`config.mk`:
```
export PLATFORM = sky130hd
export DESIGN_NAME = bseq_top
export DESIGN_NICKNAME = d
export VERILOG_FILES = /design/src/rtl/bseq_pkg.sv /design/src/rtl/bseq_decode.sv /design/src/rtl/bseq_ctrl.sv /design/src/rtl/bseq_addr.sv /design/src/rtl/bseq_top.sv
export SDC_FILE = /design/constraint.sdc
export NUM_CORES = 1
export LEC_CHECK = 0
export BUFFER_PORTS_ARGS = -buffer_cell sky130_fd_sc_hd__clkbuf_2
export CAP_MARGIN = 20
export CORE_UTILIZATION = 40
export DETAILED_ROUTE_END_ITERATION = 8
export PLACE_DENSITY = 0.67
export SLEW_MARGIN = 20
export SYNTH_ARGS = -nofsm -noshare
export SYNTH_HDL_FRONTEND = slang
export SYNTH_SLANG_ARGS = --single-unit
```
`constraint.sdc`:
```
create_clock -name clk -period 1.9 [get_ports clk]
set_input_delay 0.095 -clock clk [delete_from_list [all_inputs] [get_ports clk]]
set_output_delay 0.095 -clock clk [all_outputs]
set_load 0.005 [all_outputs]
```
`src/rtl/bseq_pkg.sv`:
```
package bseq_pkg;

  // Classification of one sampled input cycle
  typedef enum logic [2:0] {
    K_DESEL = 3'd0,  // enable low
    K_LOAD  = 3'd1,  // new command
    K_IDLE  = 3'd2,  // advance with no active burst
    K_OVER  = 3'd3,  // advance past the limit
    K_STEP  = 3'd4   // accepted continuation beat
  } cyc_kind_e;

  localparam int unsigned MAX_BEATS = 4;
  localparam int unsigned CNT_W     = $clog2(MAX_BEATS + 1);
  localparam int unsigned LOW_W     = 2;

  // Length code to beat count: 0 -> 2, 1 -> 3, others -> 4
  function automatic logic [CNT_W-1:0] len_to_beats(input logic [1:0] code);
    logic [CNT_W-1:0] b;
    unique case (code)
      2'd0:    b = CNT_W'(2);
      2'd1:    b = CNT_W'(3);
      default: b = CNT_W'(MAX_BEATS);
    endcase
    return b;
  endfunction

endpackage

```
`src/rtl/bseq_decode.sv`:
```
module bseq_decode
  import bseq_pkg::*;
(
  input  logic      en_i,
  input  logic      adv_i,
  input  logic      active_i,
  input  logic      at_limit_i,
  output cyc_kind_e kind_o
);

  always_comb begin
    if (!en_i)            kind_o = K_DESEL;
    else if (!adv_i)      kind_o = K_LOAD;
    else if (!active_i)   kind_o = K_IDLE;
    else if (at_limit_i)  kind_o = K_OVER;
    else                  kind_o = K_STEP;
  end

endmodule

```
`src/rtl/bseq_ctrl.sv`:
```
module bseq_ctrl
  import bseq_pkg::*;
(
  input  logic      clk,
  input  logic      rst_n,
  input  cyc_kind_e kind_i,
  input  logic [1:0] len_i,
  input  logic      cmd_write_i,
  output logic      active_o,
  output logic      at_limit_o,
  output logic      wr_o,
  output logic      last_next_o
);

  logic             act_q, act_d;
  logic [CNT_W-1:0] cnt_q, cnt_d;
  logic [CNT_W-1:0] lim_q, lim_d;
  logic             wr_q,  wr_d;
  logic [CNT_W-1:0] cnt_inc;
  logic             cnt_en;

  assign cnt_inc = cnt_q + CNT_W'(1);

  always_comb begin
    act_d  = act_q;
    cnt_d  = cnt_q;
    lim_d  = lim_q;
    wr_d   = wr_q;
    cnt_en = 1'b0;
    unique case (kind_i)
      K_DESEL: begin
        act_d  = 1'b0;
        cnt_en = 1'b1;
      end
      K_LOAD: begin
        act_d  = 1'b1;
        cnt_d  = CNT_W'(1);
        lim_d  = len_to_beats(len_i);
        wr_d   = cmd_write_i;
        cnt_en = 1'b1;
      end
      K_STEP: begin
        cnt_d  = cnt_inc;
        cnt_en = 1'b1;
      end
      default: cnt_en = 1'b0;
    endcase
  end

  always_ff @(posedge clk or negedge rst_n) begin
    if (!rst_n) begin
      act_q <= 1'b0;
      cnt_q <= '0;
      lim_q <= '0;
      wr_q  <= 1'b0;
    end else if (cnt_en) begin
      act_q <= act_d;
      cnt_q <= cnt_d;
      lim_q <= lim_d;
      wr_q  <= wr_d;
    end
  end

  assign active_o    = act_q;
  assign at_limit_o  = (cnt_q >= lim_q);
  assign wr_o        = wr_q;
  assign last_next_o = (kind_i == K_STEP) && (cnt_inc == lim_q);

endmodule

```
`src/rtl/bseq_addr.sv`:
```
module bseq_addr
  import bseq_pkg::*;
#(
  parameter int unsigned ADDR_W = 20
) (
  input  logic              clk,
  input  logic              rst_n,
  input  cyc_kind_e         kind_i,
  input  logic [ADDR_W-1:0] addr_i,
  output logic [ADDR_W-1:0] addr_o
);

  localparam int unsigned UP_W = ADDR_W - LOW_W;

  logic [LOW_W-1:0] low_q, low_d;
  logic             ld, step, low_en;

  assign ld     = (kind_i == K_LOAD);
  assign step   = (kind_i == K_STEP);
  assign low_en = ld | step;

  // Low bits wrap naturally at the group boundary
  always_comb begin
    if (ld) low_d = addr_i[LOW_W-1:0];
    else    low_d = low_q + LOW_W'(1);
  end

  always_ff @(posedge clk or negedge rst_n) begin
    if (!rst_n)      low_q <= '0;
    else if (low_en) low_q <= low_d;
  end

  generate
    if (UP_W > 0) begin : g_upper
      logic [UP_W-1:0] up_q;
      always_ff @(posedge clk or negedge rst_n) begin
        if (!rst_n)  up_q <= '0;
        else if (ld) up_q <= addr_i[ADDR_W-1:LOW_W];
      end
      assign addr_o = {up_q, low_q};
    end else begin : g_low_only
      assign addr_o = low_q;
    end
  endgenerate

endmodule

```
`src/rtl/bseq_top.sv`:
```
module bseq_top
  import bseq_pkg::*;
#(
  parameter int unsigned ADDR_W = 20
) (
  input  logic              clk,
  input  logic              rst_n,
  input  logic              en_i,
  input  logic              adv_i,
  input  logic              cmd_write_i,
  input  logic [1:0]        len_i,
  input  logic [ADDR_W-1:0] addr_i,
  output logic [ADDR_W-1:0] acc_addr_o,
  output logic              acc_vld_o,
  output logic              acc_wr_o,
  output logic              acc_last_o,
  output logic              ovr_o
);

  cyc_kind_e kind;
  logic      active, at_limit, last_next;
  logic      vld_d, ovr_d;

  bseq_decode u_dec (
    .en_i       (en_i),
    .adv_i      (adv_i),
    .active_i   (active),
    .at_limit_i (at_limit),
    .kind_o     (kind)
  );

  bseq_ctrl u_ctrl (
    .clk         (clk),
    .rst_n       (rst_n),
    .kind_i      (kind),
    .len_i       (len_i),
    .cmd_write_i (cmd_write_i),
    .active_o    (active),
    .at_limit_o  (at_limit),
    .wr_o        (acc_wr_o),
    .last_next_o (last_next)
  );

  bseq_addr #(.ADDR_W(ADDR_W)) u_addr (
    .clk    (clk),
    .rst_n  (rst_n),
    .kind_i (kind),
    .addr_i (addr_i),
    .addr_o (acc_addr_o)
  );

  assign vld_d = (kind == K_LOAD) || (kind == K_STEP);
  assign ovr_d = (kind == K_OVER);

  always_ff @(posedge clk or negedge rst_n) begin
    if (!rst_n) begin
      acc_vld_o  <= 1'b0;
      acc_last_o <= 1'b0;
      ovr_o      <= 1'b0;
    end else begin
      acc_vld_o  <= vld_d;
      acc_last_o <= last_next;
      ovr_o      <= ovr_d;
    end
  end

endmodule

```
# Word-level counts from Yosys, hierarchy flattened
# Index checks and enable logic that the tools add are counted.
# Widths: inputs -> output; s select.
op_classes:
  n_bitwise: 1
  n_mux: 9
  eq_ne: 5
  n_lt_le_gt_ge: 1
  add_sub_neg: 2
  n_reduce_logical: 10
ops:
  columns: ["op", "count"]
  rows:
  - ["$mux 3", 4]
  - ["$pmux 3 s2", 2]
  - ["$reduce_and 2->1", 3]
  - ["$reduce_bool 2->1", 2]
  - ["$add 3x1->3 const B", 1]
  - ["$eq 3x1->1 const B", 1]
  - ["$eq 3x2->1 const B", 1]
  - ["$eq 3x3->1", 1]
  - ["$eq 3x3->1 const B", 1]
  - ["$ge 3x3->1", 1]
  - ["$logic_not 3->1", 1]
  - ["$reduce_or 3->1", 1]
  - ["$add 2x1->2 const B", 1]
  - ["$eq 2x1->1 const B", 1]
  - ["$logic_not 2->1", 1]
  - ["$mux 2", 1]
  - ["$pmux 1 s2", 1]
  - ["$logic_and 1x1->1", 1]
  - ["$logic_or 1x1->1", 1]
  - ["$mux 1", 1]
  - ["$or 1x1->1", 1]
totals:
  elab_cells: 37
  out_inout_bits: 24
  reg_bits: 31
  input_bits: 27

# Depth between registers and ports, before layout
# Gate-level depths: netlist of run 1.
depth:
  ltp_word: 9
  ltp_mapped: 6
  ltp_nobuf: 6

# Cells and area by module
# A second synthesis of run 1 with hierarchy kept.
unflattened:
  cells_unflattened: 116
  area_unflattened_um2: 1529.0
by_module_without_submodules:
  columns: ["module", "seq_area_each_um2", "cells_each", "instances", "area_each_um2"]
  rows:
  - ["bseq_addr", 500.5, 55, 1, 887.1]
  - ["bseq_ctrl", 200.2, 48, 1, 506.7]
  - ["bseq_top", 75.1, 7, 1, 95.1]
  - ["bseq_decode", 0.0, 6, 1, 40.0]

# Least setup slack after synthesis of run 1
# Ideal clock, no wire load.
synth_timing:
  kind: "flip-flop to flip-flop"
  start: "register u_ctrl.cnt_q[2]"
  end: "register u_ctrl.cnt_q[2]"
  arrival_ps: 1553
  path_slack_ps: 278
  period_less_slack_ps: 1622
  path_stages_with_launch: 6
  t_required_ps: 1831
  path_buffers: 0
  setup_ps: 69
  cell_sequence: "dfrtp_1 ha_1 a21oi_4 o21ai_0 or4_1 nand3_1"
synth_between:
  elab_chain_cells: 9
  elab_cells_between_ends: 14
  cone_classes: "add/sub (1); order compare (1); eq/ne (2); mux (6); reduce/logical (4)"
synth_rtl:
  columns: ["element", "line_no", "source"]
  rows:
  - ["start: declaration", "bseq_ctrl.sv:16", "logic [CNT_W-1:0] cnt_q, cnt_d;"]
  - ["start signal: assignment", "bseq_ctrl.sv:58", "cnt_q <= cnt_d;"]
  - ["$ge 3x3->1", "bseq_ctrl.sv:65", "assign at_limit_o = (cnt_q >= lim_q);"]
  - ["$mux 3", "bseq_decode.sv:15", "else if (at_limit_i) kind_o = K_OVER;"]
  - ["$mux 3", "bseq_decode.sv:14", "else if (!active_i) kind_o = K_IDLE;"]
  - ["$mux 3", "bseq_decode.sv:13", "else if (!adv_i) kind_o = K_LOAD;"]
  - ["$mux 3", "bseq_decode.sv:12", "if (!en_i) kind_o = K_DESEL;"]
  - ["$eq 3x3->1, or another cell as far along", "bseq_ctrl.sv:30", "unique case (kind_i)"]
  - ["$reduce_or 3->1 (no source line)", null, null]
  - ["$mux 1", "bseq_ctrl.sv:30", null]
  - ["$reduce_and 2->1 (no source line)", null, null]
# Several ways; a longest one is shown, not always the timed one.
# A chain may end at the register's enable or synchronous reset.

# Final worst setup path of run 1
layout_timing:
  start: "register u_ctrl.lim_q[2]"
  end: "register u_ctrl.cnt_q[2]"
layout_between:
  elab_chain_cells: 9
  elab_cells_between_ends: 13
  cone_classes: "order compare (1); eq/ne (2); mux (6); reduce/logical (4)"
layout_rtl:
  columns: ["element", "line_no", "source"]
  rows:
  - ["start: declaration", "bseq_ctrl.sv:17", "logic [CNT_W-1:0] lim_q, lim_d;"]
  - ["start signal: assignment", "bseq_ctrl.sv:59", "lim_q <= lim_d;"]
  - ["$ge 3x3->1 *", "bseq_ctrl.sv:65", null]
  - ["$mux 3 *", "bseq_decode.sv:15", null]
  - ["$mux 3 *", "bseq_decode.sv:14", null]
  - ["$mux 3 *", "bseq_decode.sv:13", null]
  - ["$mux 3 *", "bseq_decode.sv:12", null]
  - ["$eq 3x3->1, or another cell as far along", "bseq_ctrl.sv:30", null]
  - ["$reduce_or 3->1 (no source line)", null, null]
  - ["$mux 1", "bseq_ctrl.sv:30", null]
  - ["$reduce_and 2->1 (no source line)", null, null]
# Mark *: on every way between the ends. The rest lies on a longest branch, timed or not.

==> metrics.md, run 1 <==
| Metric | Value |
|---|---|
| Critical path data required time | `2.16 ns` |
| DR DRC count | `0` |
| Ys async rst share | `100%` |
| Clock Latency Late Sink | `0.32 ns` |
| Setup bufs post-CTS | `0` |
| Routed wire per std cell | `11.5 um` |
| Arr. time, crit path | `2.02 ns` |
| Layout fillers | `262` |
| Worst-Margin Slew | `0.730 ns` |
| Crit path max fanout | `3` |
| Area grow syn2layout | `41.8%` |
| Clk Tree Root Cell | `clkbuf_4` |
| Post-Route Utilization | `61.0%` |
| Mux contribution to synthesized area | `0.836%` |
| Post-synthesis register bit count | `31` |
| Clock Skew | `0.00391 ns` |
| Slew Limit Fails | `0` |
| Synth Area in Compound Gates | `6.60%` |
| FMAX | `571 MHz` |
| XOR/XNOR Fraction of Synth Area | `2.60%` |
| Reg clk slew, reported paths | `0.09 ns` |
| Pwr/cell area | `849 nW/um^2` |
| Die Y | `60.0 um` |
| Crit end category | `flop` |
| # IOs | `51` |
| Final Critical Period | `1.75 ns` |
| Seq/Total Area, Yosys | `57.6%` |
| DR vias | `1190` |
| CTS Buf Count | `5` |
| Top post-synthesis cells by count | `nand2_1, dfrtp_1, inv_1, o21ai_0` |
| Crit path kind | `reg2reg` |
| RSZ-0062 raised after global routing | `false` |
| GPL Wtd Cong | `0.793` |
| Clock buffer depth | `2` |
| Vias per inst | `4.54` |
| Die area | `3600 um^2` |
| Final Setup Violations | `0` |
| Status | `finished, final reports clean` |
| Share of cells above drive strength 1 | `28.9%` |
| Cells after Synth | `142` |
| Setup TNS | `0 ns` |
| Gr usage total | `19.5%` |
| Row count | `20` |
| Yosys top cell by area | `dfrtp_1` |
| Post-DRT Antenna Nets | `0` |
| Gr ovfl total | `0` |
| Clock Sinks | `31` |
| Ant. Diodes | `0` |
| Multi-input gate area | `520 um^2` |
| Largest net degree at the start of global routing | `32` |
| First-pass DRT Iterations | `4` |
| Worst VDD drop | `0.000381 V` |
| Pleak | `1.04 nW` |
| Drt first-iter violations | `43` |
| Fin crit share | `92.2%` |
| Yosys cell types | `26` |
| Horiz. Die Dim | `60.0 um` |
| Warnings, synthesis | `0` |
| Synth top area share | `57.6%` |
| Overall power | `0.00162 W` |
| Synth Area per Inst | `9.48 um^2` |
| DPL Wire Length | `2020 um` |
| Largest family of logic cells by synthesized area | `simple AND/OR/NAND/NOR gates` |
| Post-Synth Simple-Gate Area | `24.9%` |
| Count leader, synth | `nand2_1` |
| Final hold vios | `0` |
| Via count of the first global-routing pass | `1177` |
| Cell Area, Synth | `1350 um^2` |
| Register area | `776 um^2` |
| # port buffers | `50` |
| Nets | `248` |
| CTS tree | `yes` |
| Total wire length | `3020 um` |
| Initial antenna violation count | `0` |
| Number of flops mapped to enable cells by yosys | `0` |
| H-tree lvl count | `2` |
| Adder-cell area share of the yosys netlist | `3.72%` |
| Worst hold path type | `in2reg` |
| Initial core utilization | `43.0%` |
| CORE AREA | `3130 um^2` |
| Synth top area cells | `dfrtp_1, nand2_1, ha_1` |
| Mapped Nets | `173` |
| Relative max-transition margin | `51.3%` |
| Main flop type after synthesis | `dfrtp_1` |
| MaxCap Viol Count | `0` |
| Startpoint types | `flop` |
| First-pass GRT wire length | `5020 um` |
[final timing paths]
path / from / endpoint / slack, ns / cells past startpoint
max in group asynchronous: rst_n / u_addr.g_upper.up_q[12] / 1.08 / 2
worst max register to register: u_ctrl.lim_q[2] / u_ctrl.cnt_q[2] / 0.15 / 6
min in group asynchronous: rst_n / ovr_o / 0.35 / 2
worst max-delay path: u_ctrl.lim_q[2] / u_ctrl.cnt_q[2] / 0.15 / 6
worst min-delay path: len_i[0] / u_ctrl.lim_q[0] / 0.01 / 3
worst min register to register: u_addr.g_upper.up_q[10] / u_addr.g_upper.up_q[10] / 0.48 / 2
[kinds of logic after synthesis]
kind of cell	Yosys count
and+or+nand+nor	79
buffers and inverters	12
xor gates and xnor gates	4
adders and majority gates	4
muxes	1
DFF	31
AOI/OAI and AO/OA	11
[per-layer routing]
layer  wire (um)  global-route usage, %
met1        1250                   21.8
met2        1580                   34.8
met3         132                   4.76
met4          51                   8.97
met5           0                      0
[cell usage in the layout, fill, tap and decap left out, drive strengths merged, types with 2 or more instances in the layout]
cell type,instances
o211ai,2
ha,4
dfrtp,31
nand3,2
inv,6
dlygate4sd3,22
buf,2
xnor2,3
o21ai,6
nand2,66
clkbuf,57
nand2b,2
[cell type report]
| type | instances | area share [%] |
|---|---|---|
| clock inverters | 1 | 0.262 |
| inverters | 6 | 1.18 |
| flip-flops and latches | 31 | 40.6 |
| multi-input cells | 99 | 27.3 |
| repair buffers | 74 | 25.4 |
| clock buffers | 7 | 2.36 |
| well taps | 44 | 2.88 |
[state kept, by name, summed over array words and instances, names as in the netlist]
name                 count
u_addr.low_q             2
u_ctrl.lim_q             3
u_addr.g_upper.up_q     18
acc_last_o               1
u_ctrl.cnt_q             3
acc_vld_o                1
u_ctrl.active_o          1
ovr_o                    1
u_ctrl.wr_o              1
[through the flow]
| step | instances | setup slack (ns) | area [um^2] | hold slack (ns) |
|---|---|---|---|---|
| final | 262 | 0.148 | 1910 | 0.0108 |
| after global routing | 262 | 0.0379 | 1910 | 0.00207 |
| after CTS | 262 | 0.141 | 1910 | 0.00205 |
| after detailed placement | 232 | 0.176 | 1640 | 0.203 |
| after global placement | 232 | 0.240 | 1640 | 0.203 |
| after floorplan | 142 | 0.278 | 1350 | -0.201 |
[critical path: stages (launching register included)]
cell and delay [ns]:
dfrtp_1 0.38, inv_1 0.07, ha_1 0.34, a21oi_4 0.17
o21ai_0 0.16, or4_1 0.49, nand3_1 0.09
[repair_timing]
item	CTS	global route
gates resized for setup	0	0
endpoints found under the hold margin	52	0
hold buffers	22	0
[power by group]
group / switching [W] / total [W] / internal [W]
clock network: 0.000213 / 0.000357 / 0.000144
registers: 0.0000649 / 0.000818 / 0.000753
logic: 0.000230 / 0.000446 / 0.000216
total: 0.000508 / 0.00162 / 0.00111
(Power assumes the default switching activity.)
==> run 2, diff against run 1 <==
Settings changed: BUFFER_PORTS_ARGS -buffer_cell sky130_fd_sc_hd__clkbuf_2 to default, CORE_ASPECT_RATIO from default to 1.2, DONT_BUFFER_PORTS from default to 1, PLACE_DENSITY 0.67 to default.
==> metrics.md, run 2 (synthesized netlist as in run 1, its figures left out) <==
| Metric | Value |
|---|---|
| Via count of the first global-routing pass | `1104` |
| Initial antenna violation count | `0` |
| Final hold vios | `0` |
| Relative max-transition margin | `64.1%` |
| Crit end category | `flop` |
| Row count | `22` |
| Post-DRT Antenna Nets | `0` |
| Gr usage total | `19.6%` |
| CORE AREA | `3140 um^2` |
| GPL Wtd Cong | `0.819` |
| Setup TNS | `0 ns` |
| Crit path max fanout | `5` |
| Largest net degree at the start of global routing | `32` |
| Clock Latency Late Sink | `0.32 ns` |
| DR DRC count | `0` |
| Biggest register | `u_addr.g_upper.up_q` |
| Die Y | `65.6 um` |
| Clock power frac | `22.9%` |
| First-pass DRT Iterations | `4` |
| Share of cells above drive strength 1 | `8.05%` |
| # port buffers | `0` |
| Clock buffer depth | `2` |
| FMAX | `563 MHz` |
| Total wire length | `2810 um` |
| Min Hold Slack | `0.0444 ns` |
| Post-place setup slack | `0.137 ns` |
| H-tree lvl count | `2` |
| Final Critical Period | `1.78 ns` |
| Crit path kind | `reg2reg` |
| Worst setup margin | `0.124 ns` |
| Status | `finished, final reports clean` |
| Reg clk slew, reported paths | `0.09 ns` |
| # IOs | `51` |
| Switching power | `0.000478 W` |
| Vias per inst | `4.99` |
| Pleak | `0.861 nW` |
| RSZ-0062 raised after global routing | `false` |
| Worst hold path type | `in2reg` |
| Switching part of the total | `31.0%` |
| Clock Skew | `0.00503 ns` |
| P_int | `0.00107 W` |
| Slew Limit Fails | `0` |
| Fin crit share | `93.5%` |
| Initial core utilization | `42.9%` |
| Reg power frac | `53.9%` |
| CTS Buf Count | `5` |
| Final Setup Violations | `0` |
| Die area | `3600 um^2` |
| CTS tree | `yes` |
| Nets | `204` |
| Clk Tree Root Cell | `clkbuf_4` |
| Ant. Diodes | `0` |
| Post-Route Utilization | `54.8%` |
| Startpoint types | `flop` |
| Most frequent cells in the layout | `nand2_1, dfrtp_1, dlygate4sd3_1` |
| DR vias | `1048` |
| Horiz. Die Dim | `55.0 um` |
| Drt first-iter violations | `28` |
| Arr. time, crit path | `2.04 ns` |
| Max FFs per register | `18` |
| Comb power frac | `23.2%` |
| Clock Sinks | `31` |
| Worst-Margin Slew | `0.538 ns` |
| Area grow syn2layout | `27.7%` |
| Pwr/cell area | `899 nW/um^2` |
| Biggest regs | `u_addr.g_upper.up_q: 18 flops, u_ctrl.cnt_q: 3 flops, u_ctrl.lim_q: 3 flops` |
| Critical path data required time | `2.16 ns` |
| First-pass GRT wire length | `4950 um` |
| Worst VDD drop | `0.000506 V` |
| MaxCap Viol Count | `0` |
| DPL Wire Length | `1880 um` |
| Gr ovfl total | `0` |
| Routed wire per std cell | `13.4 um` |
| Most common cell after layout, fill and taps aside | `nand2_1` |
## run 2: area by class of cell
cell class,count,area (um^2)
clock buffer,7,45.0
inverter,6,22.5
fill,299,1420
timing repair buffer,30,305
clock inverter,1,5.00
multi-input combinational,99,520
sequential,31,776
tap,36,45.0
## run 2: path summary, 6_finish.rpt
path	slack, ns	depth (start not counted)	startpoint	to
min in group asynchronous	0.23	2	rst_n	u_ctrl.cnt_q[0]
max in group asynchronous	1.51	2	rst_n	u_addr.g_upper.up_q[12]
hold reg to reg	0.51	2	u_addr.g_upper.up_q[16]	u_addr.g_upper.up_q[16]
setup reg to reg	0.12	5	u_ctrl.cnt_q[2]	u_ctrl.cnt_q[2]
hold / removal	0.04	3	en_i	u_ctrl.cnt_q[2]
setup / recovery	0.12	5	u_ctrl.cnt_q[2]	u_ctrl.cnt_q[2]
## run 2: power by group through the flow
stage / sequential, W / clock, W / combinational, W
3_3_place_gp: 0.000843 / 0 / 0.000281
2_1_floorplan: 0.000825 / 0 / 0.000253
3_5_place_dp: 0.000847 / 0 / 0.000299
4_1_cts: 0.000835 / 0.000375 / 0.000364
5_1_grt: 0.000847 / 0.000402 / 0.000408
6_report: 0.000833 / 0.000354 / 0.000358
## run 2: worst max-delay path, cell delays in order, from the launching register on
cell     delay [ns]
dfrtp_1        0.44
ha_1           0.35
a21oi_4        0.17
o21ai_0        0.15
or4_1          0.51
nand3_1        0.10
## run 2: what timing repair did
action / 4_1_cts / 5_1_grt
hold buffers: 28 / 0
hold endpoints to repair: 57 / 0
setup buffers: 0 / 0
resized for setup: 0 / 0
## run 2: metrics by stage
stage	cells	cell area, um^2	power [W]
final	210	1720	0.00155
after global routing	210	1720	0.00166
after CTS	210	1720	0.00157
after detailed placement	174	1380	0.00115
after global placement	174	1380	0.00112
after floorplan	142	1350	0.00108
## run 2: layer usage
metal,wire (um),vias up,global-route usage (%),part of all wire [%]
met4,47,0,6.56,1.7
met5,0,-,0,0
met1,1140,501,23.1,41
li1,-,510,-,-
met2,1500,31,32.7,53
met3,125,6,6.25,4.4
